==> src/rtl/adc_pwr_pkg.sv <==
package adc_pwr_pkg;

    localparam int CTRL_W  = 12;
    localparam int FRAME_W = 16;

    localparam logic [1:0] PM_NORMAL = 2'b11;
    localparam logic [1:0] PM_AUTO   = 2'b01;
    localparam logic [1:0] PM_FULL   = 2'b10;

    typedef enum logic [1:0] {PW_OFF, PW_ON, PW_SLEEP} pwr_e;
    typedef enum logic [1:0] {FR_WAKE, FR_DUMMY, FR_REAL, FR_SDOWN} frame_e;
    typedef enum logic [1:0] {ST_IDLE, ST_LAUNCH, ST_WAIT} seq_e;

    typedef struct packed {
        seq_e        st;
        frame_e      kind;
        logic        need_wake;
        logic        need_dummy;
        logic        fin_real;
        logic [2:0]  ch;
        logic [1:0]  pm;
        pwr_e        pwr;
        logic        res_v;
        logic [2:0]  res_ch;
        logic [11:0] res_d;
        logic        err;
    } seq_t;

    function automatic logic [CTRL_W-1:0] ctrl_word(input logic wr,
                                                    input logic [2:0] ch,
                                                    input logic [1:0] pm);
        return {wr, ch, pm, 6'b000000};
    endfunction

endpackage

==> src/rtl/adc_wait_timer.sv <==
module adc_wait_timer #(
    parameter int W = 8
) (
    input  logic         clk,
    input  logic         rst_n,
    input  logic         load,
    input  logic [W-1:0] load_val,
    output logic         zero
);
    logic [W-1:0] cnt_d, cnt_q;

    always_comb begin
        cnt_d = cnt_q;
        if (load)
            cnt_d = load_val;
        else if (cnt_q != '0)
            cnt_d = cnt_q - W'(1);
    end

    always_ff @(posedge clk or negedge rst_n) begin
        if (!rst_n) cnt_q <= '0;
        else        cnt_q <= cnt_d;
    end

    assign zero = (cnt_q == '0);
endmodule

==> src/rtl/adc_spi_frame.sv <==
module adc_spi_frame #(
    parameter int HALF_DIV = 2
) (
    input  logic        clk,
    input  logic        rst_n,
    input  logic        start,
    input  logic [11:0] tx_word,
    input  logic        miso,
    output logic        ready,
    output logic        done,
    output logic [15:0] rx_word,
    output logic        cs_n,
    output logic        sclk,
    output logic        mosi
);
    localparam int DW = (HALF_DIV < 2) ? 1 : $clog2(HALF_DIV);
    localparam logic [DW-1:0] DIV_TOP = DW'(HALF_DIV - 1);

    typedef enum logic [2:0] {PH_IDLE, PH_SETUP, PH_LOW, PH_HIGH, PH_QUIET} ph_e;

    typedef struct packed {
        ph_e          ph;
        logic [DW-1:0] div;
        logic [4:0]   bitn;
        logic [15:0]  tx;
        logic [15:0]  rx;
        logic         cs_n;
        logic         sclk;
        logic         mosi;
        logic         done;
    } eng_t;

    eng_t d, q;

    always_comb begin
        d      = q;
        d.done = 1'b0;
        case (q.ph)
            PH_IDLE: if (start) begin
                d.ph   = PH_SETUP;
                d.cs_n = 1'b0;
                d.tx   = {tx_word, 4'b0000};
                d.mosi = tx_word[11];
                d.div  = DIV_TOP;
                d.bitn = '0;
            end
            PH_SETUP: if (q.div == '0) begin
                d.ph   = PH_LOW;
                d.sclk = 1'b0;
                d.div  = DIV_TOP;
            end else d.div = q.div - DW'(1);
            PH_LOW: if (q.div == '0) begin
                d.ph   = PH_HIGH;
                d.sclk = 1'b1;
                d.rx   = {q.rx[14:0], miso};
                d.bitn = q.bitn + 5'd1;
                d.div  = DIV_TOP;
            end else d.div = q.div - DW'(1);
            PH_HIGH: if (q.div == '0) begin
                d.div = DIV_TOP;
                if (q.bitn == 5'd16) begin
                    d.ph   = PH_QUIET;
                    d.cs_n = 1'b1;
                    d.mosi = 1'b0;
                    d.done = 1'b1;
                end else begin
                    d.ph   = PH_LOW;
                    d.sclk = 1'b0;
                    d.tx   = {q.tx[14:0], 1'b0};
                    d.mosi = q.tx[14];
                end
            end else d.div = q.div - DW'(1);
            PH_QUIET: if (q.div == '0) d.ph = PH_IDLE;
                      else d.div = q.div - DW'(1);
            default: d.ph = PH_IDLE;
        endcase
    end

    always_ff @(posedge clk or negedge rst_n) begin
        if (!rst_n) begin
            q      <= '0;
            q.ph   <= PH_IDLE;
            q.cs_n <= 1'b1;
            q.sclk <= 1'b1;
        end else begin
            q <= d;
        end
    end

    assign ready   = (q.ph == PH_IDLE);
    assign done    = q.done;
    assign rx_word = q.rx;
    assign cs_n    = q.cs_n;
    assign sclk    = q.sclk;
    assign mosi    = q.mosi;
endmodule

==> src/rtl/adc_pwr_seq.sv <==
module adc_pwr_seq
    import adc_pwr_pkg::*;
#(
    parameter int HALF_DIV     = 2,
    parameter int PWRUP_CYC    = 100,
    parameter int WAKE_GAP_CYC = 100
) (
    input  logic        clk,
    input  logic        rst_n,
    input  logic        req_valid,
    input  logic [2:0]  req_chan,
    input  logic [1:0]  req_mode,
    output logic        busy,
    output logic        result_valid,
    output logic [2:0]  result_chan,
    output logic [11:0] result_data,
    output logic        frame_error,
    output logic        adc_cs_n,
    output logic        adc_sclk,
    output logic        adc_mosi,
    input  logic        adc_miso
);
    localparam int WMAX = (PWRUP_CYC > WAKE_GAP_CYC) ? PWRUP_CYC : WAKE_GAP_CYC;
    localparam int TW   = $clog2(WMAX + 2);

    seq_t d, q;

    logic              eng_start, eng_ready, eng_done;
    logic [CTRL_W-1:0] eng_tx;
    logic [15:0]       eng_rx;
    logic              t_load, t_zero;
    logic [TW-1:0]     t_val;
    frame_e            sel;
    logic [1:0]        mode_n;

    adc_spi_frame #(.HALF_DIV(HALF_DIV)) u_frame (
        .clk(clk), .rst_n(rst_n), .start(eng_start), .tx_word(eng_tx),
        .miso(adc_miso), .ready(eng_ready), .done(eng_done), .rx_word(eng_rx),
        .cs_n(adc_cs_n), .sclk(adc_sclk), .mosi(adc_mosi)
    );

    adc_wait_timer #(.W(TW)) u_gap (
        .clk(clk), .rst_n(rst_n), .load(t_load), .load_val(t_val), .zero(t_zero)
    );

    always_comb begin
        d         = q;
        d.res_v   = 1'b0;
        d.err     = 1'b0;
        eng_start = 1'b0;
        t_load    = 1'b0;
        t_val     = '0;
        mode_n    = (req_mode == 2'b00) ? PM_NORMAL : req_mode;

        if (q.need_wake)       sel = FR_WAKE;
        else if (q.need_dummy) sel = FR_DUMMY;
        else if (q.fin_real)   sel = FR_REAL;
        else                   sel = FR_SDOWN;

        case (sel)
            FR_WAKE:  eng_tx = ctrl_word(1'b1, q.ch, PM_NORMAL);
            FR_DUMMY: eng_tx = '0;
            FR_REAL:  eng_tx = ctrl_word(1'b1, q.ch, q.pm);
            default:  eng_tx = ctrl_word(1'b1, q.ch, PM_FULL);
        endcase

        case (q.st)
            ST_IDLE: if (req_valid) begin
                d.st = ST_LAUNCH;
                d.ch = req_chan;
                d.pm = mode_n;
                if (mode_n == PM_FULL) begin
                    d.need_wake  = 1'b0;
                    d.need_dummy = 1'b0;
                    d.fin_real   = 1'b0;
                end else begin
                    d.need_wake  = (q.pwr == PW_OFF);
                    d.need_dummy = (q.pwr == PW_SLEEP);
                    d.fin_real   = 1'b1;
                end
            end
            ST_LAUNCH: if (eng_ready && t_zero) begin
                eng_start = 1'b1;
                d.kind    = sel;
                d.st      = ST_WAIT;
                if (sel == FR_DUMMY) begin
                    t_load = 1'b1;
                    t_val  = TW'(WAKE_GAP_CYC);
                end
            end
            ST_WAIT: if (eng_done) begin
                case (q.kind)
                    FR_WAKE: begin
                        d.need_wake = 1'b0;
                        d.pwr       = PW_ON;
                        d.st        = ST_LAUNCH;
                        t_load      = 1'b1;
                        t_val       = TW'(PWRUP_CYC);
                    end
                    FR_DUMMY: begin
                        d.need_dummy = 1'b0;
                        d.pwr        = PW_ON;
                        d.st         = ST_LAUNCH;
                    end
                    FR_REAL: begin
                        d.st     = ST_IDLE;
                        d.pwr    = (q.pm == PM_AUTO) ? PW_SLEEP : PW_ON;
                        d.res_ch = eng_rx[14:12];
                        d.res_d  = eng_rx[11:0];
                        d.res_v  = ~eng_rx[15];
                        d.err    = eng_rx[15];
                    end
                    default: begin
                        d.st  = ST_IDLE;
                        d.pwr = PW_OFF;
                    end
                endcase
            end
            default: d.st = ST_IDLE;
        endcase
    end

    always_ff @(posedge clk or negedge rst_n) begin
        if (!rst_n) begin
            q     <= '0;
            q.st  <= ST_IDLE;
            q.pwr <= PW_OFF;
        end else begin
            q <= d;
        end
    end

    assign busy         = (q.st != ST_IDLE);
    assign result_valid = q.res_v;
    assign result_chan  = q.res_ch;
    assign result_data  = q.res_d;
    assign frame_error  = q.err;
endmodule

==> config.mk <==
export PLATFORM = sky130hd
export DESIGN_NAME = adc_pwr_seq
export DESIGN_NICKNAME = d
export VERILOG_FILES = /design/src/rtl/adc_pwr_pkg.sv /design/src/rtl/adc_wait_timer.sv /design/src/rtl/adc_spi_frame.sv /design/src/rtl/adc_pwr_seq.sv
export SDC_FILE = /design/constraint.sdc
export NUM_CORES = 1
export LEC_CHECK = 0
export BUFFER_PORTS_ARGS = -buffer_cell sky130_fd_sc_hd__buf_4
export CAP_MARGIN = 25
export CORE_AREA = 4 4 93 104
export CTS_BUF_LIST = sky130_fd_sc_hd__clkbuf_8 sky130_fd_sc_hd__clkbuf_16
export DETAILED_ROUTE_END_ITERATION = 7
export DIE_AREA = 0 0 97 108
export GPL_TIMING_DRIVEN = 0
export PLACE_DENSITY_LB_ADDON = 0.1
export SYNTH_ARGS = -nofsm -noshare
export SYNTH_HDL_FRONTEND = slang
export SYNTH_SLANG_ARGS = --single-unit
==> constraint.sdc <==
create_clock -name clk -period 2.1 [get_ports clk]
set_clock_uncertainty 0.2 [all_clocks]
set_input_delay 0.105 -clock clk [delete_from_list [all_inputs] [get_ports clk]]
set_output_delay 0.105 -clock clk [all_outputs]
set_load 0.05 [all_outputs]
==> results of run 1 <==
==> stage by stage <==
stage | hold WS (ps) | total power, mW | TNS [ps] | worst slack, ps
finish | 239 | 5.13 | 0 | 116
CTS | 246 | 5.13 | 0 | 27.4
global placement | 100 | 3.88 | -685 | -60.4
floorplan | -391 | 3.47 | 0 | 106
global route | 279 | 5.58 | -14.1 | -13.9
detailed placement | 112 | 3.91 | -893 | -78.1
==> logic make-up (layout without fill, tap and decap cells) <==
logic type,after synthesis,after routing
flops,72,72
simple gates,125,125
mux,25,25
compound gates,44,44
xor+xnor,6,6
fa+ha+maj,7,7
buf+inv,42,105
==> cell usage in the layout, fill, tap and decap left out, types with 6 or more instances in the layout <==
cell,Yosys,routed
a21oi_1,8,8
clkbuf_8,0,10
buf_2,9,8
nor2b_1,8,8
buf_4,15,53
dlygate4sd3_1,0,10
nand3_1,9,9
mux2_1,15,15
inv_1,14,13
o21ai_1,6,6
xnor2_1,6,6
dfrtp_1,70,70
nand2_1,60,60
nor2_1,18,18
==> timing repair <==
action                                  CTS  global route
hold endpoints to repair                 79             0
endpoints found under the setup margin   18            23
pin swaps                                 1             2
hold buffers                             10             0
gates resized for setup                   4             5
setup buffers                             1             9
==> flip-flops by register name (all words and copies together) (netlist names) <==
register         flops
u_frame.sclk         1
u_frame.mosi         1
result_valid         1
u_frame.rx_word     16
q                   14
result_chan          3
u_gap.cnt_q          7
frame_error          1
u_frame.cs_n         1
u_frame.done         1
u_frame.q           14
result_data         12
==> metal layers <==
layer  up-vias  wire (um)  part of all wire [%]  GRT usage [%]
li1       1190          -                     -              -
met1      1151       3050                    48           17.1
met5         -          0                     0              0
met4         0         62                  0.97           4.51
met2        29       3080                    48           22.0
met3         4        215                   3.4           4.13
==> power groups by stage <==
stage	registers [mW]	clock network (mW)	logic, mW
6_report	2.18	1.13	1.82
5_1_grt	2.25	1.24	2.08
4_1_cts	2.20	1.17	1.77
3_5_place_dp	2.21	0	1.70
3_3_place_gp	2.20	0	1.68
2_1_floorplan	2.20	0	1.28
==> critical path: cells and delay by family, from the launching register on <==
family | cells | cell delay, ps
and+or+nand+nor | 1 | 450
DFF | 1 | 420
muxes | 1 | 330
AOI/OAI and AO/OA | 1 | 250
buffers and inverters | 1 | 220
==> final timing paths <==
check / from / slack [ps] / endpoint / depth (start not counted)
max in group asynchronous: rst_n / 860 / u_frame.rx_word[2] / 2
min in group clk: u_frame.rx_word[15] / 250 / result_valid / 1
worst max register to register: u_frame.q[44] / 120 / u_frame.q[34] / 4
worst min-delay path: rst_n / 240 / u_frame.q[30] / 2
worst min register to register: u_frame.rx_word[15] / 250 / result_valid / 1
worst max-delay path: u_frame.q[44] / 120 / u_frame.q[34] / 4
==> layout make-up <==
| type | count | area (um^2) |
|---|---|---|
| Buffer | 26 | 168 |
| Clock buffer | 10 | 138 |
| Clock inverter | 6 | 67.6 |
| Fill cell | 840 | 4530 |
| Inverter | 15 | 56.3 |
| Multi-Input combinational cell | 207 | 1400 |
| Sequential cell | 72 | 1800 |
| Tap cell | 114 | 143 |
| Timing Repair Buffer | 48 | 389 |
==> impl_results.md, run 1 <==
* Nets at 395
* Yosys reg bits at 72
* Vias/cell at 4.77
* First-pass GRT wire length at 11.4 mm
* Share of the clock period used by the worst path at between 90 and 100%
* Total GRT Usage at around 13%
* Core ar. at just under 0.009 mm^2
* Worst-margin pin slew at around 910 ps
* Leak pwr at approximately 2.1 nW
* Final wirelength at ~6.4 mm
* CTS buffer count at 9
* Fmax at between 500 and 600 MHz
* Area delta synth->final at 22.6%
* Die width at 97 um
* Post-synth top area cell: dfrtp_1
* Layout Cells excl Fill at 498
* Critical path fanouts, max at 10
* Vias in the first global route at between 2000 and 2500
* CTS tree: done
* Max-cap violations at 0
* Hold Vio Cnt, Final at 0
* Top post-synthesis cells by count: dfrtp_1 (70), nand2_1 (60), nor2_1 (18)
* Syn avg cell area at around 11 um^2
* Placed Cells incl. Taps at between 400 and 500
* Net Sw Frac at 36.9%
* Slew headroom at 39.1%
* Synth Instances at 321
* Top FF cell, synth: dfrtp_1
* Post-synth EDFFs at 0
* Sequential share of the synthesized area at ~53%
* Synth area leaders: dfrtp_1 (52%), nand2_1 (6.6%), mux2_1 (5.0%), buf_4 (3.3%), ha_1 (2.6%)
* I/O Buffers at 28
* Simple-Gate Fraction of Synth Area at a little under a fifth
* Final Slew Violations at 0
* Clock power frac at between 20% and 30%
* Detail Route Antenna Nets at 0
* Most frequent cell after synthesis: dfrtp_1
* CTS Buffer Depth at 2
* DR vias at around 2400
* Psw at between 1.5 and 2 mW
* Final Util at ~48%
* DP Area at 0.00375 mm^2
* CP max stage cell: or3b_4
* Initial antenna violation count at 0
* Initial Util at approximately 39%
* Crit. End Element: register
* Share of Yosys cell area claimed by the top area cell type at 51.5%
* Post-synthesis mux area share at about 8.4%
* Post-synthesis xor/xnor area fraction at 1.55%
* Ports at 30
* Initial DRT Pass Iterations at 4
* Crit path kind: reg -> reg
* Data arrival, critical path at between 2000 and 2500 ps
* Vert. Die Dim at around 110 um
* Outcome: finished clean
* Hold Path Class: in -> async
* PD cells at 1230 mW/mm^2
* Comb power frac at between 30% and 40%
* Sequential share of power at 42.6%
* Critical path, cell by cell: clkbuf_1, or3b_4, o21ai_4, mux2_4
* Setup violators final at 0
* DRC at 0
* Layout cells sized above 1 at between 20% and 30%
* Worst-skew pair later-pin latency at 340 ps
* RSZ-0062 raised after global routing: true
* Global placement routability congestion at 0.744
* Dpl hpwl at ~4.3 mm
* Die area at 0.0105 mm^2
* Critical path required time at about 2100 ps
* WL/cell at 12.9 um
* CP Launch Type: register
* Post-synthesis compound-gate area fraction at under 10%
* Total congestion overflow at 0
* Largest net degree at the start of global routing at 73
* Syn_nets at 337
* Antenna cells at 0
* Final Cell Area at about 0.0042 mm^2
* Clock-pin transition on the worst setup and hold timing paths at around 80 ps
* CTS root buf: clkbuf_8
* CTS Sinks at just over 70
* Maximum VDD drop at ~430 uV
* Tmin final at approximately 2000 ps
* Initial drt markers at between 60 and 70
* Internal Power at about 3.2 mW
* Synth unique cells at 53
* CTS H-tree depth at 3
* Main combinational cell family by area after synthesis: simple AND/OR/NAND/NOR gates
* CP max stage delay at approximately 450 ps
* Row count at 36
* Post-Synth Adder-Cell Area at ~2.6%
* Warnings from Yosys at 0
* Mapped cell area at 0.00340 mm^2
* Ys async rst share at 100%
(Power assumes the default switching activity.)
==> run 2, diff against run 1 <==
--- a/config.mk
+++ b/config.mk
@@ -7,10 +7,10 @@
 export LEC_CHECK = 0
 export BUFFER_PORTS_ARGS = -buffer_cell sky130_fd_sc_hd__buf_4
 export CAP_MARGIN = 25
-export CORE_AREA = 4 4 93 104
+export CORE_AREA = 4 4 78 87
 export CTS_BUF_LIST = sky130_fd_sc_hd__clkbuf_8 sky130_fd_sc_hd__clkbuf_16
 export DETAILED_ROUTE_END_ITERATION = 7
-export DIE_AREA = 0 0 97 108
+export DIE_AREA = 0 0 82 91
 export GPL_TIMING_DRIVEN = 0
 export PLACE_DENSITY_LB_ADDON = 0.1
 export SYNTH_ARGS = -nofsm -noshare
==> constraint.sdc (replaced) <==
create_clock -name clk -period 2.1 [get_ports clk]
set_clock_uncertainty 0.2 [all_clocks]
set_input_delay 0.42 -clock clk [delete_from_list [all_inputs] [get_ports clk]]
set_output_delay 0.42 -clock clk [all_outputs]
set_load 0.05 [all_outputs]
==> run 2 against run 1 <==
  * The flow now finishes with violations (negative hold slack)
  * Via count shrank 1.3%
  * Critical path depth grew 2
  * Hold slack lost 270 ps
  * Register-to-register slack is essentially flat
  * Non-clock buffer count shrank 17
  * Worst setup slack lost 6.0 ps
  * First-iteration DRC count grew 70%
  * Final area shrank 5.3%
  * Total power shrank 4.6%
  * Sequential share of layout area grew 2.4 points
  * Sequential cell count is the same
  * Cell count shrank 11%
  * Critical path type unchanged
  * Critical endpoint is now u_gap.cnt_q[5]
  * Highest routed layer unchanged
==> impl_results.md, run 2 (synthesized netlist as in run 1, its figures left out) <==
* Outcome: finished, violations left
* Violated checks: negative hold slack
* Final wirelength at a little over 6 mm
* Flop-to-flop setup slack at 110 ps
* Tmin final at between 1500 and 2000 ps
* Vias/cell at 5.27
* Critical path required time at 2170 ps
* Power, Total at around 4.9 mW
* CTS H-tree depth at 3
* Area delta synth->final at 16.1%
* PD cells at 1240 mW/mm^2
* Clock-pin transition on the worst setup and hold timing paths at 70 ps
* Share of the clock period used by the worst path at about 95%
* Initial antenna violation count at 0
* Hold Vio Cnt, Final at 9
* Antenna cells at 0
* Max-cap violations at 0
* Total congestion overflow at 0
* R2r startpoint: u_gap.cnt_q[0]
* Total GRT Usage at between 10% and 20%
* Detail Route Antenna Nets at 0
* CTS Buffer Depth at 2
* Critical path fanouts, max at 7
* Ports at 30
* Crit path kind: reg -> reg
* R2r endpoint: u_gap.cnt_q[5]
* Initial drt markers at approximately 120
* DRC at 0
* Core ar. at 0.00581 mm^2
* Crit. End Element: register
* Dpl hpwl at roughly 4.2 mm
* Global placement routability congestion at 0.782
* CP max stage cell: o31ai_4
* CP Launch Type: register
* Initial Util at 58.5%
* Critical path, cell by cell: inv_2, ha_4, nor3b_4, nand4_4, o31ai_4, o21bai_1
* Data arrival, critical path at between 2000 and 2500 ps
* CTS tree: done
* Slew headroom at 40.0%
* Leak pwr at 2.02 nW
* Layout cells sized above 1 at roughly a quarter
* Max FFs per register at 16
* Hold Path Class: in -> async
* CTS buffer count at 9
* Fin Setup TNS at 0 ps
* Fmax at roughly 500 MHz
* Nets at ~380
* R2r worst-path depth at 6
* CTS Sinks at between 70 and 80
* Worst-margin pin slew at between 800 and 900 ps
* Row count at 29
* DR vias at between 2000 and 2500
* Hold_buf cts at 0
* I/O Buffers at 28
* Vert. Die Dim at roughly 90 um
* Setup violators final at 0
* WL/cell at roughly 14 um
* Layout Cells excl Fill at between 400 and 500
* Critical path buffers and inverters at 1
* Maximum VDD drop at just over 600 uV
* Vias in the first global route at about 2300
* Die width at around 82 um
* Largest net degree at the start of global routing at 73
* Initial DRT Pass Iterations at 4
* CTS root buf: clkbuf_8
* Final hold slack at -30.4 ps
* Most frequent cells in the layout: dfrtp_1 (70), nand2_1 (60), buf_4 (47)
* Worst-skew pair later-pin latency at approximately 340 ps
* Die area at about 0.0075 mm^2
* CP max stage delay at around 440 ps
* Cell family with most CP delay: compound AO/OA/AOI/OAI gates
* Commonest non-fill, non-tap cell in the layout: dfrtp_1
* Placed Cells incl. Taps at approximately 430
* Final Slew Violations at 0
* First-pass GRT wire length at about 11 mm
-- run 2: changes by cell type in the layout (fill, tap and decap cells not counted), sizes merged --
cell	before	now
bufinv	1	0
dlygate4sd3	10	0
buf	62	55
clkinvlp	2	0
clkbuf	12	13
clkinv	2	1
inv	16	19
-- run 2: what timing repair did --
item,in CTS,in global routing
pin swaps,0,3
resized for setup,2,10
buffers inserted,0,3
setup endpoints to repair,17,25
-- run 2: worst max path at each step --
stage	startpoint	end	slack, ps	cells after the start
CTS	u_gap.cnt_q[0]	u_frame.q[34]	10	6
finish	u_gap.cnt_q[0]	u_gap.cnt_q[5]	110	6
global route	u_gap.cnt_q[0]	u_gap.cnt_q[5]	-20	6
floorplan	q[30]	q[30]	110	7
detailed placement	q[29]	result_data[2]	-80	6
global placement	u_gap.cnt_q[0]	u_frame.q[34]	-10	6
-- run 2: power by group --
group	total [mW]	switching (mW)	internal [mW]	leakage, nW
logic	1.74	0.972	0.772	0.989
registers	2.21	0.381	1.83	0.922
clock network	0.943	0.468	0.475	0.104
total	4.89	1.82	3.07	2.02
-- run 2: area by class of cell --
| type | count | area [um^2] |
|---|---|---|
| Tap cell | 77 | 96.3 |
| Inverter | 15 | 56.3 |
| Multi-Input combinational cell | 207 | 1420 |
| Timing Repair Buffer | 31 | 233 |
| Sequential cell | 72 | 1800 |
| Buffer | 26 | 168 |
| Clock inverter | 5 | 20.0 |
| Clock buffer | 11 | 151 |
| Fill cell | 455 | 1860 |
-- run 2: worst reg2reg max path, cell delays in order, from the launching register on --
cell,delay (ps)
dfrtp_1,420
inv_2,80
ha_4,140
nor3b_4,270
nand4_4,200
o31ai_4,440
o21bai_1,170
-- run 2: metal layers --
| metal | GRT usage (%) | up-vias | routed length [um] |
|---|---|---|---|
| met1 | 23.3 | 1149 | 2750 |
| met5 | 0 | - | 0 |
| li1 | - | 1160 | - |
| met4 | 6.51 | 0 | 80 |
| met3 | 5.45 | 6 | 204 |
| met2 | 28.6 | 27 | 3020 |
-- run 2: stage by stage --
| step | setup slack (ps) | instance area, um^2 | utilization, % |
|---|---|---|---|
| 2_1_floorplan | 106 | 3400 | - |
| 3_3_place_gp | -13.8 | 3700 | 63.8 |
| 3_5_place_dp | -75.2 | 3700 | 63.8 |
| 4_1_cts | 9.82 | 3890 | 67.0 |
| 5_1_grt | -19.2 | 3950 | 68.0 |
| 6_report | 110 | 3950 | 68.0 |
